## config.mk

```make
export PLATFORM = sky130hd
export DESIGN_NAME = irq_entry
export DESIGN_NICKNAME = d
export VERILOG_FILES = /design/src/rtl/irq_pkg.sv /design/src/rtl/irq_eligible.sv /design/src/rtl/irq_arbiter.sv /design/src/rtl/irq_entry_regs.sv /design/src/rtl/irq_entry.sv
export SDC_FILE = /design/constraint.sdc
export NUM_CORES = 1
export LEC_CHECK = 0
export BUFFER_PORTS_ARGS = -buffer_cell sky130_fd_sc_hd__buf_2
export CAP_MARGIN = 30
export CORE_AREA = 3 3 136 138
export DETAILED_ROUTE_END_ITERATION = 10
export DIE_AREA = 0 0 139 141
export GPL_TIMING_DRIVEN = 1
export PLACE_DENSITY_LB_ADDON = 0.1
export SYNTH_ARGS = -nofsm -noshare
export SYNTH_HDL_FRONTEND = slang
export SYNTH_SLANG_ARGS = --single-unit
export TNS_END_PERCENT = 100
```

## constraint.sdc

```tcl
create_clock -name clk -period 0.8 [get_ports clk]
set_input_delay 0 -clock clk [delete_from_list [all_inputs] [get_ports clk]]
set_output_delay 0 -clock clk [all_outputs]
set_load 0.005 [all_outputs]
```

## src/rtl/irq_pkg.sv

```systemverilog
package irq_pkg;
  localparam int LVL_W   = 4;
  localparam int CODE_W  = 12;
  localparam int WORD_W  = 32;
  localparam int SR_BL   = 28;
  localparam int SR_RB   = 29;
  localparam int SR_MD   = 30;
  localparam int MASK_LO = 4;
  localparam logic [LVL_W-1:0]  DBG_LVL  = '1;
  localparam logic [CODE_W-1:0] DBG_CODE = 12'h5E0;
  localparam logic [WORD_W-1:0] VEC_OFS  = 32'h0000_0600;

  typedef struct packed {
    logic              vld;
    logic [LVL_W-1:0]  lvl;
    logic [CODE_W-1:0] code;
  } irq_cand_t;

  function automatic logic [WORD_W-1:0] entry_sr(input logic [WORD_W-1:0] sr);
    logic [WORD_W-1:0] r;
    r = sr;
    r[SR_BL] = 1'b1;
    r[SR_RB] = 1'b1;
    r[SR_MD] = 1'b1;
    return r;
  endfunction
endpackage

```

## src/rtl/irq_eligible.sv

```systemverilog
module irq_eligible
  import irq_pkg::*;
#(
  parameter int NSRC = 7
) (
  input  irq_cand_t        raw  [NSRC],
  input  logic [LVL_W-1:0] mask,
  input  logic             blocked,
  output irq_cand_t        elig [NSRC]
);
  for (genvar g = 0; g < NSRC; g++) begin : g_src
    always_comb begin
      elig[g]     = raw[g];
      elig[g].vld = raw[g].vld && !blocked && (raw[g].lvl > mask);
    end
  end
endmodule

```

## src/rtl/irq_arbiter.sv

```systemverilog
module irq_arbiter
  import irq_pkg::*;
#(
  parameter int NSRC = 7
) (
  input  irq_cand_t elig [NSRC],
  output irq_cand_t win
);
  // Strictly-greater compare keeps the lowest index on a tie.
  always_comb begin
    win = '0;
    for (int i = 0; i < NSRC; i++) begin
      if (elig[i].vld && (!win.vld || (elig[i].lvl > win.lvl))) win = elig[i];
    end
  end
endmodule

```

## src/rtl/irq_entry_regs.sv

```systemverilog
module irq_entry_regs
  import irq_pkg::*;
(
  input  logic              clk,
  input  logic              rst_n,
  input  logic              accept,
  input  logic [CODE_W-1:0] code,
  input  logic [WORD_W-1:0] sr_in,
  input  logic [WORD_W-1:0] pc_next,
  input  logic [WORD_W-1:0] vbr,
  output logic              take,
  output logic [WORD_W-1:0] target,
  output logic [WORD_W-1:0] spc,
  output logic [WORD_W-1:0] ssr,
  output logic [CODE_W-1:0] evt_a,
  output logic [CODE_W-1:0] evt_b,
  output logic [WORD_W-1:0] sr_out
);
  always_ff @(posedge clk or negedge rst_n) begin
    if (!rst_n) begin
      take   <= 1'b0;
      target <= '0;
      spc    <= '0;
      ssr    <= '0;
      evt_a  <= '0;
      evt_b  <= '0;
      sr_out <= '0;
    end else begin
      take <= accept;
      if (accept) begin
        target <= vbr + VEC_OFS;
        spc    <= pc_next;
        ssr    <= sr_in;
        evt_a  <= code;
        evt_b  <= code;
        sr_out <= entry_sr(sr_in);
      end
    end
  end
endmodule

```

## src/rtl/irq_entry.sv

```systemverilog
module irq_entry
  import irq_pkg::*;
#(
  parameter int NUM_PERIPH = 4
) (
  input  logic                         clk,
  input  logic                         rst_n,
  input  logic                         boundary,
  input  logic [31:0]                  sr_in,
  input  logic [31:0]                  pc_next,
  input  logic [31:0]                  vbr,
  input  logic                         dbg_req,
  input  logic                         ext_req,
  input  logic [3:0]                   ext_lvl,
  input  logic [11:0]                  ext_code,
  input  logic                         aux_req,
  input  logic [3:0]                   aux_lvl,
  input  logic [11:0]                  aux_code,
  input  logic [NUM_PERIPH-1:0]        per_req,
  input  logic [4*NUM_PERIPH-1:0]      per_lvl,
  input  logic [12*NUM_PERIPH-1:0]     per_code,
  output logic                         take,
  output logic [31:0]                  target,
  output logic [31:0]                  spc,
  output logic [31:0]                  ssr,
  output logic [11:0]                  evt_a,
  output logic [11:0]                  evt_b,
  output logic [31:0]                  sr_out
);
  localparam int NFIX = 3;
  localparam int NSRC = NFIX + NUM_PERIPH;

  irq_cand_t raw  [NSRC];
  irq_cand_t elig [NSRC];
  irq_cand_t win;

  // Source order doubles as the tie-break order.
  always_comb begin
    raw[0] = '{vld: dbg_req, lvl: DBG_LVL, code: DBG_CODE};
    raw[1] = '{vld: ext_req, lvl: ext_lvl, code: ext_code};
    raw[2] = '{vld: aux_req, lvl: aux_lvl, code: aux_code};
  end

  for (genvar p = 0; p < NUM_PERIPH; p++) begin : g_per
    always_comb begin
      raw[NFIX+p].vld  = per_req[p];
      raw[NFIX+p].lvl  = per_lvl[LVL_W*p +: LVL_W];
      raw[NFIX+p].code = per_code[CODE_W*p +: CODE_W];
    end
  end

  irq_eligible #(.NSRC(NSRC)) u_elig (
    .raw     (raw),
    .mask    (sr_in[MASK_LO +: LVL_W]),
    .blocked (sr_in[SR_BL]),
    .elig    (elig)
  );

  irq_arbiter #(.NSRC(NSRC)) u_arb (
    .elig (elig),
    .win  (win)
  );

  irq_entry_regs u_regs (
    .clk     (clk),
    .rst_n   (rst_n),
    .accept  (boundary && win.vld),
    .code    (win.code),
    .sr_in   (sr_in),
    .pc_next (pc_next),
    .vbr     (vbr),
    .take    (take),
    .target  (target),
    .spc     (spc),
    .ssr     (ssr),
    .evt_a   (evt_a),
    .evt_b   (evt_b),
    .sr_out  (sr_out)
  );
endmodule

```

==> impl_metrics.json <==
{
  "post-route-worst-setup-slack_ns": -7.571,
  "skew_ns": 0,
  "die_area_um2": 19600,
  "period_minus_slack_ns": 8.371,
  "r2r_slack_ns": -0.12,
  "vias": 8054,
  "async_flop_share_pct": 100.0,
  "cts_buffer_depth": 2,
  "finalMaxSlewViolations": 0,
  "drt-total-wl_um": 28720,
  "vdd_ir_drop_max_mv": 1.773,
  "ant_nets": 0,
  "dp.final_hpwl_um": 19200,
  "synth_largest_area_cell": "dfrtp_1",
  "hp-class": "input port to register",
  "path_class": "input port to register",
  "fp-row-count": 48,
  "post-route-period-util_pct": 1046,
  "grt_max_degree": 33,
  "rsz0062_at_grt": "yes",
  "synth_top_area_share_pct": 40.37,
  "worst_pin_slew_ns": 0.4074,
  "synth-edff-count": 0,
  "power_frac_comb_pct": 46.9,
  "num-nets-final": 1616,
  "slew_headroom_pct": 72.50,
  "gp_congestion": 0.9130,
  "via_per_inst": 5.034,
  "p_seq_share_pct": 33.4,
  "start_util_pct": 39.42,
  "cts_tree": "done",
  "firstDrtPassIters": 5,
  "antenna_found_initial": 2,
  "path_clk_slew_ns": 0.08,
  "total_leakage_power_nw": 6.662,
  "crit_arrival_ns": 8.59,
  "cts.sinks": 110,
  "clk_latency_ns": 0.35,
  "crit_family": "compound AO/OA/AOI/OAI gates",
  "cap_violations": 0,
  "synth_area_um2": 6819,
  "grt_usage_pct": 26.76,
  "status": "finished with violations",
  "synth.lib_cells_used.distinct": 51,
  "fmax_mhz": 119.5,
  "tns_ns": -288.98,
  "drc_errors": 0,
  "grt_pass1_vias": 7928,
  "synth_warnings": 0,
  "hold_viol": 7,
  "crit_path_max_fanout": 7,
  "die_y_um": 141,
  "dieWidth_um": 139,
  "num_io_pins": 355,
  "critPathSlowestCell": "a311oi_4",
  "p_clk_share_pct": 19.7,
  "portBuffers": 354,
  "hold_buffers": 90,
  "netSwitchingFraction_pct": 34.91,
  "synth_flop_cell": "dfrtp_1",
  "syn_to_final_growth_pct": 83.60,
  "drtIter0Drc": 348,
  "grt_pass1_wl_um": 42200,
  "synth-seq-cells": 110,
  "htreeDepth": 3,
  "cts-root-buf": "clkbuf_16",
  "finalSetupViolations": 263,
  "numCtsBuffers": 9,
  "critical_path_required_ns": 1.01,
  "fin_util_pct": 72.38,
  "max_stage_delay_ns": 0.39,
  "crit_top_cell": "nor2b_4",
  "synth_area_leaders": "dfrtp_1 40%, nand2_1 14%, ha_1 8.6%",
  "startpoint_type": "input port",
  "syn_avg_cell_area_um2": 8.610,
  "crit_path_end_kind": "register",
  "placeableCoreArea_um2": 17300,
  "syn-num-nets": 1041,
  "syn-instance-count": 792,
  "wl_per_cell_um": 17.95,
  "drive_gt1_share_pct": 50.66,
  "grt-ovfl-total": 0,
  "switching_power_mw": 8.109,
  "synth-seq-area-share_pct": 40.37,
  "cellPowerDensity_nw_per_um2": 1855,
  "crit_buf_inv": 3,
  "p_int_mw": 15.12,
  "violations": "negative hold slack, negative setup slack",
  "hold_ws_ns": -0.08181
}
-- through the flow --
step                cell area (um^2)  power (mW)  setup slack, ns  std cells
floorplan                       6984       11.63           -7.700        792
global placement                9704       15.41           -7.719       1434
detailed placement              9704       15.50           -7.998       1434
CTS                            11910       22.20           -7.407       1585
global route                   12510       24.55           -8.050       1598
finish                         12520       23.23           -7.571       1600
-- routing by layer --
layer | vias to the layer above | part of all wire [%] | global-route usage, %
met5 | - | 0 | 0
met4 | 0 | 2.8 | 9.011
met3 | 60 | 6.0 | 4.817
met2 | 340 | 51 | 46.38
met1 | 3828 | 40 | 33.87
li1 | 3826 | - | -
-- power by group through the flow --
stage / logic [mW] / registers (mW) / clock network [mW]
6_report: 10.9 / 7.76 / 4.58
3_3_place_gp: 7.73 / 7.68 / 0
5_1_grt: 11.7 / 7.89 / 4.96
2_1_floorplan: 3.82 / 7.82 / 0
3_5_place_dp: 7.79 / 7.70 / 0
4_1_cts: 9.85 / 7.62 / 4.72
-- logic make-up (layout without fill, tap and decap cells) --
kind of cell,count (synthesis),count (layout),synth area share [%]
mux,19,19,2.954
simple gates,342,342,21.50
buf+inv,111,691,8.862
fa+ha+maj,47,47,8.624
other cells,0,3,0
flops,110,110,40.37
compound gates,141,141,14.75
xor+xnor,22,22,2.936
-- worst register-to-register path, stage by stage (launching register included) --
cell and delay [ns]:
dfrtp_1 0.40, a222oi_1 0.25, o211ai_1 0.15
-- what timing repair did --
| action | CTS | global route |
|---|---|---|
| setup buffers | 35 | 16 |
| gates resized for setup | 129 | 103 |
| setup endpoints to repair | 263 | 263 |
| gates cloned | 10 | 13 |
| pin swaps | 54 | 59 |
| hold endpoints to repair | 196 | 7 |
-- synthesized netlist by cell type, types with 2 or more instances --
master and instances:
xor2_1 11, nand2b_1 11, a221oi_1 2, o2111ai_1 5, inv_1 37, o21ai_1 2, o21a_1 6, o211ai_1 13
buf_4 43, a21o_1 6, o221ai_1 5, dfrtp_1 110, nor2b_1 15, nand3_1 27, nor2_1 13, and2_1 4
mux2_4 2, mux2i_1 16, buf_2 12, nor3_1 2, nand4_1 10, clkbuf_1 16, xnor2_1 10, inv_2 2
and3_1 8, nand2_1 248, a31oi_1 5, o21ai_0 50, o21ai_2 2, a222oi_1 7, a41o_1 4, a221oi_2 5
a21oi_1 19, ha_1 47
-- placed cells by master, fill, tap and decap left out, types with 6 or more instances in the layout --
master | netlist | routed
nor2_1 | 13 | 12
buf_16 | 0 | 10
and3_1 | 8 | 6
nor2b_4 | 0 | 6
xor2_1 | 11 | 11
o21ai_2 | 2 | 11
nor2b_1 | 15 | 9
nand2_1 | 248 | 183
nand3_1 | 27 | 24
buf_4 | 43 | 130
nand4_1 | 10 | 10
mux2i_1 | 16 | 14
xnor2_1 | 10 | 10
inv_1 | 37 | 34
ha_1 | 47 | 38
dfrtp_1 | 110 | 110
o211ai_1 | 13 | 13
o21ai_0 | 50 | 19
buf_2 | 12 | 326
clkbuf_16 | 0 | 21
buf_6 | 0 | 51
a222oi_1 | 7 | 7
a221oi_2 | 5 | 7
ha_4 | 0 | 7
buf_12 | 0 | 12
nand2_4 | 0 | 14
nand2_2 | 0 | 51
a21o_1 | 6 | 6
nand2b_1 | 11 | 11
dlygate4sd3_1 | 0 | 90
o21ai_1 | 2 | 22
a21oi_1 | 19 | 15
-- final timing paths --
| check | from | endpoint | cells past startpoint |
|---|---|---|---|
| worst min register to register | u_regs.spc[3]$_DFFE_PN0P_ | u_regs.spc[3]$_DFFE_PN0P_ | 2 |
| worst max register to register | u_regs.evt_b[3]$_DFFE_PN0P_ | u_regs.evt_b[3]$_DFFE_PN0P_ | 2 |
| min in group asynchronous | rst_n | u_regs.sr_out[24]$_DFFE_PN0P_ | 2 |
| max in group asynchronous | rst_n | u_regs.spc[9]$_DFFE_PN0P_ | 3 |
| worst min-delay path | per_code[37] | u_regs.evt_b[1]$_DFFE_PN0P_ | 3 |
| worst max-delay path | sr_in[5] | u_regs.evt_b[3]$_DFFE_PN0P_ | 51 |
-- state kept, by name, summed over array words and instances, names as in the netlist --
name,cells
u_regs.take,1
u_regs.evt_b,12
u_regs.sr_out,30
u_regs.target,32
u_regs.ssr,3
u_regs.spc,32
-- final cells by class --
type                       count  area, um^2
antenna                        3       7.507
clock buffer                   9       225.2
sequential                   110        2753
timing repair buffer         636        4991
inverter                      39       167.7
clock inverter                 7       77.57
tap                          225       281.5
multi-input combinational    571        4016
fill                        1304        4777
(Power assumes the default switching activity.)
